`src/rtl/sirtx_pkg.sv`:
```
package sirtx_pkg;
  typedef enum logic [2:0] {ST_IDLE, ST_START, ST_DATA, ST_PAR, ST_STOP} txst_e;

  // number of data bits for a length code
  function automatic logic [3:0] bits_of(input logic [1:0] len);
    return 4'd5 + {2'b00, len};
  endfunction

  // parity over the bits actually sent
  function automatic logic par_of(input logic [7:0] d, input logic [1:0] len,
                                  input logic odd);
    logic [7:0] msk;
    msk = 8'hFF >> (2'd3 - len);
    return (^(d & msk)) ^ odd;
  endfunction
endpackage

```
`src/rtl/tx_buf.sv`:
```
module tx_buf #(
  parameter int W     = 8,
  parameter int DEPTH = 16
) (
  input  logic         clk,
  input  logic         rst_n,
  input  logic         fifo_on,
  input  logic         wr,
  input  logic [W-1:0] wdata,
  input  logic         rd,
  output logic [W-1:0] rdata,
  output logic         empty,
  output logic         full
);
  localparam int AW = $clog2(DEPTH);
  localparam int CW = AW + 1;

  logic [W-1:0]  mem [DEPTH];
  logic [AW-1:0] wptr, rptr;
  logic [CW-1:0] cnt;
  logic [CW-1:0] cap;
  logic          wr_ok;

  assign cap   = fifo_on ? CW'(DEPTH) : CW'(1);
  assign full  = (cnt >= cap);
  assign empty = (cnt == '0);
  assign wr_ok = wr && !full;
  assign rdata = mem[rptr];

  always_ff @(posedge clk) begin
    if (wr_ok) mem[wptr] <= wdata;
  end

  always_ff @(posedge clk or negedge rst_n) begin
    if (!rst_n) begin
      wptr <= '0;
      rptr <= '0;
      cnt  <= '0;
    end else begin
      if (wr_ok) wptr <= (wptr == AW'(DEPTH - 1)) ? '0 : wptr + 1'b1;
      if (rd)    rptr <= (rptr == AW'(DEPTH - 1)) ? '0 : rptr + 1'b1;
      cnt <= cnt + CW'(wr_ok) - CW'(rd);
    end
  end

  AST_NO_OVERFLOW: assert property (@(posedge clk) disable iff (!rst_n)
    cnt <= CW'(DEPTH));
  AST_POP_NONEMPTY: assert property (@(posedge clk) disable iff (!rst_n)
    rd |-> !empty);
  AST_HOLD_CAP: assert property (@(posedge clk) disable iff (!rst_n)
    (!fifo_on && $past(!fifo_on)) |-> cnt <= CW'(1));
endmodule

```
`src/rtl/tx_frame.sv`:
```
module tx_frame
  import sirtx_pkg::*;
(
  input  logic       clk,
  input  logic       rst_n,
  input  logic       tick,
  input  logic       avail,
  input  logic [7:0] din,
  input  logic [1:0] data_len,
  input  logic       par_on,
  input  logic       par_odd,
  input  logic       stop2,
  output logic       pop,
  output logic       line,
  output logic       active,
  output logic       zero_win,
  output logic       zero_mid
);
  txst_e      st;
  logic [3:0] sub;
  logic [7:0] sh;
  logic [2:0] idx;
  logic [1:0] len_q;
  logic       pen_q, ts_q, par_q;
  logic       cur_bit, bit_end, last_data, stop_last, load;

  always_comb begin
    unique case (st)
      ST_START: cur_bit = 1'b0;
      ST_DATA:  cur_bit = sh[0];
      ST_PAR:   cur_bit = par_q;
      default:  cur_bit = 1'b1;
    endcase
  end

  assign active    = (st != ST_IDLE);
  assign line      = cur_bit;
  assign bit_end   = tick && (sub == 4'd15);
  assign last_data = ({1'b0, idx} == bits_of(len_q) - 4'd1);
  assign stop_last = (st == ST_STOP) && (!ts_q || idx == 3'd1);
  assign load      = avail && (!active || (stop_last && bit_end));
  assign pop       = load;
  assign zero_win  = active && !cur_bit && (sub >= 4'd6) && (sub <= 4'd8);
  assign zero_mid  = tick && active && !cur_bit && (sub == 4'd5);

  always_ff @(posedge clk or negedge rst_n) begin
    if (!rst_n) begin
      st <= ST_IDLE; sub <= '0; sh <= '0; idx <= '0;
      len_q <= '0; pen_q <= 1'b0; ts_q <= 1'b0; par_q <= 1'b0;
    end else if (load) begin
      st    <= ST_START;
      sub   <= '0;
      sh    <= din;
      idx   <= '0;
      len_q <= data_len;
      pen_q <= par_on;
      ts_q  <= stop2;
      par_q <= par_of(din, data_len, par_odd);
    end else if (active && tick) begin
      sub <= sub + 4'd1;
      if (sub == 4'd15) begin
        unique case (st)
          ST_START: begin st <= ST_DATA; idx <= '0; end
          ST_DATA: begin
            sh <= sh >> 1;
            if (last_data) begin
              st  <= pen_q ? ST_PAR : ST_STOP;
              idx <= '0;
            end else idx <= idx + 3'd1;
          end
          ST_PAR: begin st <= ST_STOP; idx <= '0; end
          ST_STOP: begin
            if (stop_last) st <= ST_IDLE;
            else idx <= 3'd1;
          end
          default: st <= ST_IDLE;
        endcase
      end
    end
  end

  AST_LINE_ON_TICK: assert property (@(posedge clk) disable iff (!rst_n)
    (!$past(tick) && !$past(load)) |-> $stable(line));
  AST_LOAD_AT_END: assert property (@(posedge clk) disable iff (!rst_n)
    pop |-> (!active || bit_end));
endmodule

```
`src/rtl/sir_enc.sv`:
```
module sir_enc #(
  parameter int PW = 3
) (
  input  logic clk,
  input  logic rst_n,
  input  logic ir_on,
  input  logic lowpwr,
  input  logic zero_win,
  input  logic zero_mid,
  input  logic lp_tick,
  output logic out_n
);
  localparam int CNTW = $clog2(PW + 1);

  logic            run;
  logic [CNTW-1:0] cnt;

  always_ff @(posedge clk or negedge rst_n) begin
    if (!rst_n) begin
      run <= 1'b0;
      cnt <= '0;
    end else if (zero_mid && lowpwr) begin
      run <= 1'b1;
      cnt <= '0;
    end else if (run && lp_tick) begin
      if (cnt == CNTW'(PW - 1)) run <= 1'b0;
      else cnt <= cnt + 1'b1;
    end
  end

  assign out_n = ~(ir_on & (lowpwr ? run : zero_win));

  AST_LP_COUNT: assert property (@(posedge clk) disable iff (!rst_n)
    run |-> cnt < CNTW'(PW));
  AST_PULSE_ONLY_IR: assert property (@(posedge clk) disable iff (!rst_n)
    !out_n |-> ir_on);
endmodule

```
`src/rtl/sir_uart_tx.sv`:
```
module sir_uart_tx #(
  parameter int DEPTH = 16,
  parameter int IR_PW = 3
) (
  input  logic       clk,
  input  logic       rst_n,
  input  logic       tick16,
  input  logic       lp_tick,
  input  logic       wr_en,
  input  logic [7:0] wr_data,
  input  logic       fifo_on,
  input  logic [1:0] data_len,
  input  logic       par_on,
  input  logic       par_odd,
  input  logic       stop2,
  input  logic       ir_on,
  input  logic       ir_lowpwr,
  output logic       txd,
  output logic       ir_out_n,
  output logic       busy,
  output logic       buf_full,
  output logic       rx_block
);
  logic [7:0] rd_byte;
  logic       empty, pop, line, active, zero_win, zero_mid;

  tx_buf #(.W(8), .DEPTH(DEPTH)) u_buf (
    .clk(clk), .rst_n(rst_n), .fifo_on(fifo_on), .wr(wr_en), .wdata(wr_data),
    .rd(pop), .rdata(rd_byte), .empty(empty), .full(buf_full)
  );

  tx_frame u_frame (
    .clk(clk), .rst_n(rst_n), .tick(tick16), .avail(!empty), .din(rd_byte),
    .data_len(data_len), .par_on(par_on), .par_odd(par_odd), .stop2(stop2),
    .pop(pop), .line(line), .active(active), .zero_win(zero_win),
    .zero_mid(zero_mid)
  );

  sir_enc #(.PW(IR_PW)) u_enc (
    .clk(clk), .rst_n(rst_n), .ir_on(ir_on), .lowpwr(ir_lowpwr),
    .zero_win(zero_win), .zero_mid(zero_mid), .lp_tick(lp_tick),
    .out_n(ir_out_n)
  );

  assign txd      = ir_on ? 1'b1 : line;
  assign busy     = active || !empty;
  assign rx_block = ir_on && active;

  AST_IR_PARK: assert property (@(posedge clk) disable iff (!rst_n)
    ir_on |-> txd);
  AST_GATE_BUSY: assert property (@(posedge clk) disable iff (!rst_n)
    rx_block |-> busy);
  AST_IDLE_OUTS: assert property (@(posedge clk) disable iff (!rst_n)
    !busy |-> (txd && !buf_full));
  AST_BUSY_AFTER_WR: assert property (@(posedge clk) disable iff (!rst_n)
    (wr_en && !buf_full) |=> busy);
endmodule

```
`config.mk`:
```
export PLATFORM = sky130hd
export DESIGN_NAME = sir_uart_tx
export DESIGN_NICKNAME = d
export VERILOG_FILES = /design/src/rtl/sirtx_pkg.sv /design/src/rtl/tx_buf.sv /design/src/rtl/tx_frame.sv /design/src/rtl/sir_enc.sv /design/src/rtl/sir_uart_tx.sv
export SDC_FILE = /design/constraint.sdc
export NUM_CORES = 1
export LEC_CHECK = 0
export BUFFER_PORTS_ARGS = -buffer_cell sky130_fd_sc_hd__buf_2
export CAP_MARGIN = 40
export CORE_UTILIZATION = 30
export CTS_CLUSTER_DIAMETER = 50
export DETAILED_ROUTE_END_ITERATION = 7
export GPL_ROUTABILITY_DRIVEN = 0
export MAX_ROUTING_LAYER = met4
export PLACE_DENSITY = 0.48
export SKIP_CTS_REPAIR_TIMING = 1
export SLEW_MARGIN = 20
export SYNTH_ARGS = -nofsm -noshare
export SYNTH_HDL_FRONTEND = slang
export SYNTH_SLANG_ARGS = --single-unit
export TNS_END_PERCENT = 30
```
`constraint.sdc`:
```
create_clock -name clk -period 5.5 [get_ports clk]
set_input_delay 1.1 -clock clk [delete_from_list [all_inputs] [get_ports clk]]
set_output_delay 1.1 -clock clk [all_outputs]
set_load 0.05 [all_outputs]
```
Word-level counts from Yosys, hierarchy flattened
Memory sizes are Yosys's and may differ from the RTL's. Cells that the tools add are included.

Flip-flop bits (word level): 39. Bits in writable memories: 128. Bits of input ports: 21. Output and inout port bits: 5. Word-level logic and storage cells: 117. Memories kept: 1.

Add/sub/neg operators: 10. Magnitude comparators: 3. Equal/unequal tests: 15. Shift operators: 1. Mux-type cells: 33. Bitwise operators: 4. Reduce and logical (&&, ||, !) cells: 37.

Memory list: u_buf.mem (words 16, bits a word 8, read ports 1, clocked after memory_dff 0, wr ports 1, RTL line tx_buf.sv:18) `logic [W-1:0] mem [DEPTH];`.

Operator list (count): 3-bit two-way mux (11); 8-bit two-way mux (4); 4-bit two-way mux (4); 1-bit logical AND (14); 4-bit by 1-bit adder with 4-bit output, second input constant (3); 4-bit == test, second input constant (3); 3-bit case mux with 4 select lines (1); 2-bit nonzero test (5); 3-bit case mux with 3 select lines (1); 8-bit AND (1); 4-bit AND reduction (2); 8-bit XOR reduction (1); 8-bit by 2-bit right shift with 8-bit output, first input constant (1); 1-bit two-way mux (7); 3-bit by 1-bit == test with 1-bit output, second input constant (2); 3-bit by 2-bit == test with 1-bit output, second input constant (2); 2-bit two-way mux (3); 3-bit by 2-bit != test with 1-bit output, second input constant (2); 5-bit by 1-bit adder with 5-bit output (1); 5-bit >= comparator (1); 1-bit zero test (5); 5-bit zero test (1); 5-bit two-way mux (1); 5-bit by 1-bit subtractor with 5-bit output (1); 23 further kinds (26).

Longest topological paths before layout
Gate-level depths: netlist of run 1.

Word-level depth: 9. Gate-level depth with buffers: 15. Depth with buffers taken out: 14.

Cells and area by module
A second synthesis of run 1 with hierarchy kept.

Cells, all modules: 483. Area total of the unflattened synthesis: 7495.9 µm².

Modules (own cells, without submodules): tx_buf (times used 1, cells an instance 319, area each 5958.2 µm², seq. area each 4169.0 µm²); tx_frame (times used 1, cells an instance 144, area each 1338.8 µm², seq. area each 575.6 µm²); sir_enc (times used 1, cells an instance 16, area each 175.2 µm², seq. area each 75.1 µm²); sir_uart_tx (times used 1, cells an instance 4, area each 23.8 µm², seq. area each 0.0 µm²).

Worst setup path after synthesis of run 1
Ideal clock, no wire load.

Path type: in2reg. From: input port fifo_on. To: memory u_buf.mem[5][0] (enable). Data arrival time: 2.807 ns. Path slack: 2.310 ns. Stages: 9. Buffers on the path: 0. Cell sequence: inv_1 ha_1 nand3b_1 o2111ai_1 a21oi_1 nand2_1 clkinv_1 nand2_1 nor3_1.

Cells in the longest elaborated chain, start to end: 6.

Ends and longest elaborated chain: from (decl) (RTL line sir_uart_tx.sv:11) `input logic fifo_on,`; 5-bit two-way mux (RTL line tx_buf.sv:24) `assign cap = fifo_on ? CW'(DEPTH) : CW'(1);`; 5-bit >= comparator (RTL line tx_buf.sv:25) `assign full = (cnt >= cap);`; 1-bit zero test (RTL line tx_buf.sv:27) `assign wr_ok = wr && !full;`; 1-bit logical AND (RTL line tx_buf.sv:27); via u_buf.wr_ok (RTL line tx_buf.sv:22) `logic wr_ok;`; 1-bit two-way mux (RTL line tx_buf.sv:31) `if (wr_ok) mem[wptr] <= wdata;`; 1-bit two-way mux (not written as such) (RTL line tx_buf.sv:31); to (decl) (RTL line tx_buf.sv:18).

The timed path passes the listed nets, and every way through them passes these cells.

Worst setup path after layout of run 1
From: input port fifo_on. To: output port buf_full.

Cells in the longest elaborated chain, start to end: 2.

Ends and longest elaborated chain: 5-bit two-way mux (RTL line tx_buf.sv:24); 5-bit >= comparator (RTL line tx_buf.sv:25); to (decl) (RTL line sir_uart_tx.sv:21) `output logic buf_full,`.

No other way between the ends.

==> out/metrics.yaml, run 1 <==
status: "completed"
dr_total_vias: 3995
die_h_um: 158
synth-main-ff-cell: "edfxtp_1"
synth.distinct_cells: 48
synthSimpleGateAreaFrac: 0.0764
slew_viol_final: 0
first_pass_iters: 4
dpl_cell_area_um2: 7830
avgViaCountPerCell: 4.69
tritoncts: "done"
ir_drop_v: 0.000228
grt_pass1_vias: 4051
ys_top_cells_by_count: "128 x edfxtp_1, 50 x nand2_1, 39 x dfrtp_1, 30 x nor2_1, 24 x inv_1"
grt_max_degree: 37
grt_pass1_wl_um: 23600
die_x_um: 158
synthesis.instances: 478
fin_cells: 852
final.period_utilization: 0.600
p_leak_nw: 3.06
insertion_delay_ns: 0.43
hold_path_class: "flop to flop"
clockBufferDepth: 2
syn_area_um2: 7300
end_kind: "output port"
area_delta_synth_final_pct: 15.9
synth_compound_area_frac: 0.0497
reg2reg_slack_ns: 2.28
drc_errors: 0
critPathArrivalTime_ns: 2.20
yosysTopAreaCell: "edfxtp_1"
clkTransAtPathRegs_ns: 0.07
synthesis.nets: 521
cts-buffers-inserted: 17
ys_seq_area_frac: 0.660
avgSynthCellArea_um2: 15.3
finalHoldViolCount: 0
final_util: 0.357
dp_hpwl_um: 10200
rsz0062_at_grt: "false"
worst_pin_slew_ns: 0.765
antenna_found_initial: 1
drt_iter0_markers: 338
ant_nets: 0
cap_violations: 0
synth_xor_area_frac: 0.0257
synth-seq-cells: 167
drt_wl_total_um: 15100
finalSetupViolCount: 0
start_kind: "input port"
netlist.area_leader.share: 0.527
clock_sinks: 167
fmax_ghz: 0.303
core-area_um2: 23700
wl_per_cell_um: 17.7
final_area_um2: 8460
grt_usage: 0.135
criticalPathCategory: "input port to output port"
yosys.area_share.adder: 0.0387
synth.area.top_cells: "edfxtp_1 53%, dfrtp_1 13%, mux4_2 6.5%"
cp_max_fo: 2
htreeDepth: 4
worst_ep_required_time_ns: 4.40
yosysWarnings: 0
boundaryPins: 26
setup_tns_ns: 0
nets: 562
num_rows: 56
dieArea_um2: 25000
synthMuxAreaShare: 0.122
initial_core_util: 0.308
skew_ns: 0.0167
synth-edff-count: 128
layout-drive-gt1-share: 0.188
pwr_density_cell_nw_per_um2: 397
async_reset_ff_frac: 0.234
overflow: 0
synth_top_family_by_area: "multiplexers"
clockRootBuffer: "clkbuf_16"
port_buffers: 25
yosysMostFrequentCell: "edfxtp_1"
placed_cells: 817
fin_crit_ns: 3.30
slew_headroom: 0.488
## worst max-delay path, stage by stage
cell and delay (ns):
buf_2 0.08, inv_1 0.05, ha_1 0.28, nand3b_1 0.08
o2111ai_1 0.12, a21oi_1 0.22, inv_1 0.06, buf_2 0.21
## layer usage
metal	track usage	vias up	wire length [µm]
met5	-	-	0
met4	0.0421	0	140
met3	0.0367	10	783
met2	0.211	83	7240
met1	0.170	2014	6940
li1	-	1888	-
## report_power, final
group	leakage [nW]	switching, W	internal (W)
Clock	0.300	0.000562	0.000660
Combinational	1.11	0.000336	0.000222
Sequential	1.65	0.0000953	0.00148
## layout make-up
type | instances | area (µm²)
multi-input cells | 266 | 2280
repair buffers | 42 | 245
fillers | 2277 | 15200
flip-flops and latches | 167 | 4820
well taps | 319 | 399
clock inverters | 15 | 194
diodes | 1 | 2.50
clock buffers | 17 | 425
inverters | 25 | 93.8
## cell families after synthesis
family                   count (synthesis)
flip-flops                             167
AND/OR/NAND/NOR                        123
AO/OA/AOI/OAI                           59
buffers and inverters                   45
multiplexers                            43
adder cells (fa/ha/maj)                 22
XOR/XNOR                                19
## through the flow
step / setup WS [ns] / power, W / hold WS [ns]
floorplan: 2.31 / 0.00199 / 0.439
global placement: 1.69 / 0.00216 / 0.463
detailed placement: 1.82 / 0.00217 / 0.468
CTS: 2.19 / 0.00340 / 0.484
global route: 1.98 / 0.00353 / 0.521
finish: 2.20 / 0.00336 / 0.488
## worst paths after layout
check,start,to,cells after the start
setup / recovery,fifo_on,buf_full,8
hold / removal,u_frame.ts_q,u_frame.ts_q,2
setup reg to reg,u_buf.rptr[0],u_frame.par_q,8
hold reg to reg,u_frame.ts_q,u_frame.ts_q,2
max in group asynchronous,rst_n,u_buf.rptr[0],2
min in group asynchronous,rst_n,u_enc.cnt[0],1
## placed cells by master, fill, tap and decap left out, types with 2 or more instances in the layout
master / count
edfxtp_1: 128
nand2_1: 50
dfrtp_1: 38
buf_2: 33
nor2_1: 30
inv_1: 24
o21ai_0: 23
mux4_2: 21
ha_1: 21
clkbuf_16: 17
xnor2_1: 13
a21oi_1: 12
a22oi_1: 12
mux4_1: 12
nor3_1: 11
mux2i_1: 9
nand3_1: 8
buf_4: 8
nand3b_1: 5
inv_8: 5
xor2_1: 4
nor2b_1: 4
inv_6: 4
clkinv_8: 4
nand4_1: 3
nor4_1: 3
and3_1: 2
nand2b_1: 2
a21o_1: 2
a22o_1: 2
## state kept, by name (all words and copies together), names as in the netlist
register and flops:
u_buf.mem 128, u_frame.sh 8, u_buf.cnt 5, u_buf.rptr 4
u_buf.wptr 4, u_frame.sub 4, u_frame.idx 3, u_frame.st 3
u_enc.cnt 2, u_frame.len_q 2, u_enc.run 1, u_frame.par_q 1
u_frame.pen_q 1, u_frame.ts_q 1
No activity file was read; power rests on OpenSTA's default activity.
==> run 2, diff against run 1 <==
--- a/config.mk
+++ b/config.mk
@@ -12,7 +12,7 @@
 export DETAILED_ROUTE_END_ITERATION = 7
 export GPL_ROUTABILITY_DRIVEN = 0
 export MAX_ROUTING_LAYER = met4
-export PLACE_DENSITY = 0.48
+export PLACE_DENSITY = 0.49
 export SKIP_CTS_REPAIR_TIMING = 1
 export SLEW_MARGIN = 20
 export SYNTH_ARGS = -nofsm -noshare
==> constraint.sdc (replaced) <==
create_clock -name clk -period 2.8 [get_ports clk]
set_input_delay 0.56 -clock clk [delete_from_list [all_inputs] [get_ports clk]]
set_output_delay 0.56 -clock clk [all_outputs]
set_load 0.05 [all_outputs]
==> out/metrics.yaml, run 2 (same netlist as run 1, synthesis figures left out) <==
status: "completed"
insertion_delay_ns: 0.43
dpl_cell_area_um2: 8050
fmax_ghz: 0.380
dp_hpwl_um: 10400
initial_core_util: 0.308
nets: 580
ant_nets: 0
regArea_um2: 4820
critPathSlowestCell: "mux4_1"
die_h_um: 158
final_cell_mix: "128 x edfxtp_1, 50 x nand2_1, 37 x dfrtp_1"
clockRootBuffer: "clkbuf_16"
final.period_utilization: 0.940
tritoncts: "done"
ir_drop_v: 0.000271
criticalPathCategory: "flop to flop"
slowest_delay_ns: 0.54
cap_violations: 0
worst_ep_required_time_ns: 3.16
fillers: 2290
final_area_um2: 8660
area_delta_synth_final_pct: 18.6
fin_cells: 870
start_kind: "flop"
clkTransAtPathRegs_ns: 0.07
wl_per_cell_um: 17.9
top_regs: "u_buf.mem x128, u_frame.sh x8, u_buf.cnt x5"
skew_ns: 0.0113
rsz0062_at_grt: "true"
slew_headroom: 0.609
finalHoldViolCount: 0
grt_pass1_vias: 4200
drc_errors: 0
avgViaCountPerCell: 4.75
slew_viol_final: 0
finalSetupViolCount: 0
core-area_um2: 23700
boundaryPins: 26
crit_family: "XOR/XNOR gates"
clock_sinks: 167
fin_crit_ns: 2.63
clockBufferDepth: 2
largest_reg_flops: 128
placed_cells: 836
worst_pin_slew_ns: 0.585
p_leak_nw: 3.14
regMostFlops: "u_buf.mem"
grt_max_degree: 33
drt_wl_total_um: 15600
worstPathCellList: "buf_12 -> buf_4 -> mux4_1 -> a22oi_1 -> nand2_1 -> xor2_1 -> xnor2_2 -> xnor3_1 -> o21ai_1"
cp_max_fo: 12
multiInputGateArea_um2: 2310
antenna_found_initial: 1
dr_total_vias: 4133
hold_path_class: "input port to async pin"
crit_buf_inv: 2
dieArea_um2: 25000
grt_usage: 0.142
port_buffers: 25
die_x_um: 158
overflow: 0
num_rows: 56
pwr_density_cell_nw_per_um2: 757
htreeDepth: 4
drt_iter0_markers: 319
layout-drive-gt1-share: 0.227
critPathArrivalTime_ns: 2.99
cts-buffers-inserted: 17
final_common_cell: "edfxtp_1"
end_kind: "flop"
first_pass_iters: 4
grt_pass1_wl_um: 24700
run 2: per-stage QoR:
| step | power, W | setup TNS (ns) | hold slack (ns) | util | setup slack [ns] |
|---|---|---|---|---|---|
| after floorplan | 0.00392 | 0 | 0.264 | - | 0.00143 |
| after detailed placement | 0.00429 | -0.00884 | 0.493 | 0.340 | -0.00884 |
| final | 0.00656 | 0 | 0.0958 | 0.366 | 0.168 |
| after global placement | 0.00427 | 0 | 0.461 | 0.340 | 0.0754 |
| after global routing | 0.00690 | -0.0487 | 0.117 | 0.366 | -0.0487 |
| after CTS | 0.00663 | 0 | 0.100 | 0.365 | 0.0991 |
run 2: area by class of cell:
cell class | count | share of cell area
tap | 319 | 0.0461
clock buffer | 17 | 0.0491
inverter | 25 | 0.0113
sequential | 167 | 0.557
multi-input combinational | 266 | 0.267
antenna | 1 | 0.000289
timing repair buffer | 60 | 0.0506
clock inverter | 15 | 0.0188
run 2: path summary, 6_finish.rpt:
kind,from,to,slack [ns],cells past startpoint
hold / removal,rst_n,u_frame.st[2],0.1,1
max in group asynchronous,rst_n,u_buf.rptr[3],2.04,2
setup / recovery,u_buf.rptr[0],u_frame.par_q,0.17,9
setup reg to reg,u_buf.rptr[0],u_frame.par_q,0.17,9
hold reg to reg,u_frame.ts_q,u_frame.ts_q,0.49,2
min in group clk,stop2,u_frame.ts_q,0.36,3
run 2: report_power, final:
| group | internal, W | leakage, nW | switching (W) | total (W) |
|---|---|---|---|---|
| registers | 0.00291 | 1.65 | 0.000184 | 0.00309 |
| clock network | 0.00126 | 0.281 | 0.00106 | 0.00232 |
| logic | 0.000473 | 1.21 | 0.000668 | 0.00114 |
run 2: metal layers:
metal,global-route usage,wire (µm),vias up
met4,0.0385,145,0
met1,0.184,7150,2118
met3,0.0356,726,18
li1,-,-,1923
met5,-,0,-
met2,0.222,7570,74
==> run 3, diff against run 2 <==
==> constraint.sdc (replaced) <==
create_clock -name clk -period 2.8 [get_ports clk]
set_input_delay 0.14 -clock clk [delete_from_list [all_inputs] [get_ports clk]]
set_output_delay 0.14 -clock clk [all_outputs]
set_load 0.05 [all_outputs]
==> out/metrics.yaml, run 3 (same netlist as run 1, synthesis figures left out) <==
status: "completed"
initial_core_util: 0.308
final_common_cell: "edfxtp_1"
finalHoldViolCount: 0
slew_viol_final: 0
die_x_um: 158
htreeDepth: 4
clkTransAtPathRegs_ns: 0.07
grt_usage: 0.137
ant_nets: 0
grt.met1_usage: 0.175
tritoncts: "done"
end_kind: "flop"
cts-buffers-inserted: 17
avgViaCountPerCell: 4.72
internal_power_w: 0.00466
power_frac_comb: 0.177
area_delta_synth_final_pct: 18.8
criticalPathCategory: "flop to flop"
finalSetupViolCount: 0
nets: 582
clockBufferDepth: 2
crit_family: "XOR/XNOR gates"
final_cell_mix: "128 x edfxtp_1, 50 x nand2_1, 38 x dfrtp_1"
hold_path_class: "input port to flop"
drt_wl_total_um: 15500
boundaryPins: 26
dr_total_vias: 4118
ir_drop_v: 0.000368
dieArea_um2: 25000
use_met2: 0.217
power_frac_clock: 0.353
post-place-ws_ns: 0.149
layout-drive-gt1-share: 0.214
cpMostUsedCell: "xnor2_1"
slowest_delay_ns: 0.59
skew_ns: 0.0122
fin_ws_ns: 0.166
cp_max_fo: 16
power_switching_w: 0.00193
fin_crit_ns: 2.63
dp_hpwl_um: 10100
drt_iter0_markers: 335
grtUsageMet3: 0.0315
finalPower_w: 0.00660
start_kind: "flop"
worst_ep_required_time_ns: 3.15
fmax_ghz: 0.380
insertion_delay_ns: 0.43
num_rows: 56
first_pass_iters: 5
drc_errors: 0
critPathSlowestCell: "mux4_1"
grt_max_degree: 37
antenna_found_initial: 1
worst_pin_slew_ns: 0.499
worstPathCellList: "buf_12 -> mux4_1 -> a22oi_1 -> nand2_1 -> xnor2_1 -> xnor2_1 -> xnor3_1 -> o21ai_1"
clockRootBuffer: "clkbuf_16"
clock_sinks: 167
overflow: 0
pwr-share-seq: 0.470
largest_reg_flops: 128
wl_per_cell_um: 17.8
die_h_um: 158
grt_pass1_wl_um: 24000
port_buffers: 25
pwr_density_cell_nw_per_um2: 761
critPathArrivalTime_ns: 2.98
swShare: 0.293
p_leak_nw: 3.15
regMostFlops: "u_buf.mem"
core-area_um2: 23700
slew_headroom: 0.665
final.period_utilization: 0.941
setup_tns_ns: 0
rsz0062_at_grt: "false"
grt-busiest-layer: "met2"
grt_pass1_vias: 4128
top_regs: "u_buf.mem x128, u_frame.sh x8, u_buf.cnt x5"
crit_buf_inv: 1
cap_violations: 0
## run 3: final cells by class
cell class | instances | area [µm²]
Clock buffer | 18 | 429
Fill cell | 2315 | 15000
Timing Repair Buffer | 62 | 453
Inverter | 25 | 93.8
Multi-Input combinational cell | 266 | 2310
Clock inverter | 14 | 160
Antenna cell | 1 | 2.50
Tap cell | 319 | 399
Sequential cell | 167 | 4820
## run 3: per-layer routing
| metal | wire, µm | share of wire |
|---|---|---|
| met1 | 7150 | 0.46 |
| met2 | 7660 | 0.49 |
| met3 | 577 | 0.037 |
| met4 | 157 | 0.010 |
| met5 | 0 | 0 |
## run 3: stage by stage
step	area (µm²)	instances	hold WS, ns	util
2_1_floorplan	7310	478	-0.156	-
3_3_place_gp	8000	832	0.329	0.338
3_5_place_dp	8020	833	0.119	0.338
4_1_cts	8600	865	-0.353	0.363
5_1_grt	8670	872	0.0135	0.366
6_report	8670	872	0.00586	0.366
## run 3: final timing paths
check,startpoint,to,slack (ns),depth (start not counted)
min reg2reg,u_frame.sh[7],u_frame.sh[7],0.49,2
min in group asynchronous,rst_n,u_buf.wptr[1],0.20,2
max in group asynchronous,rst_n,u_frame.par_q,2.11,3
max reg2reg,u_buf.rptr[0],u_frame.par_q,0.17,8
min,lp_tick,u_enc.run,0.006,3
max,u_buf.rptr[0],u_frame.par_q,0.17,8
## run 3: tightest hold or removal path, cell delays in order
cell and delay, ns:
buf_2 0.10, nand2_1 0.05, a21o_1 0.10
## run 3: power by group through the flow
| stage | clock, W | combinational [W] | sequential [W] |
|---|---|---|---|
| after floorplan | 0 | 0.000842 | 0.00308 |
| after global placement | 0 | 0.00113 | 0.00313 |
| after detailed placement | 0 | 0.00117 | 0.00314 |
| after CTS | 0.00240 | 0.00118 | 0.00309 |
| after global routing | 0.00248 | 0.00131 | 0.00313 |
| final | 0.00233 | 0.00117 | 0.00310 |
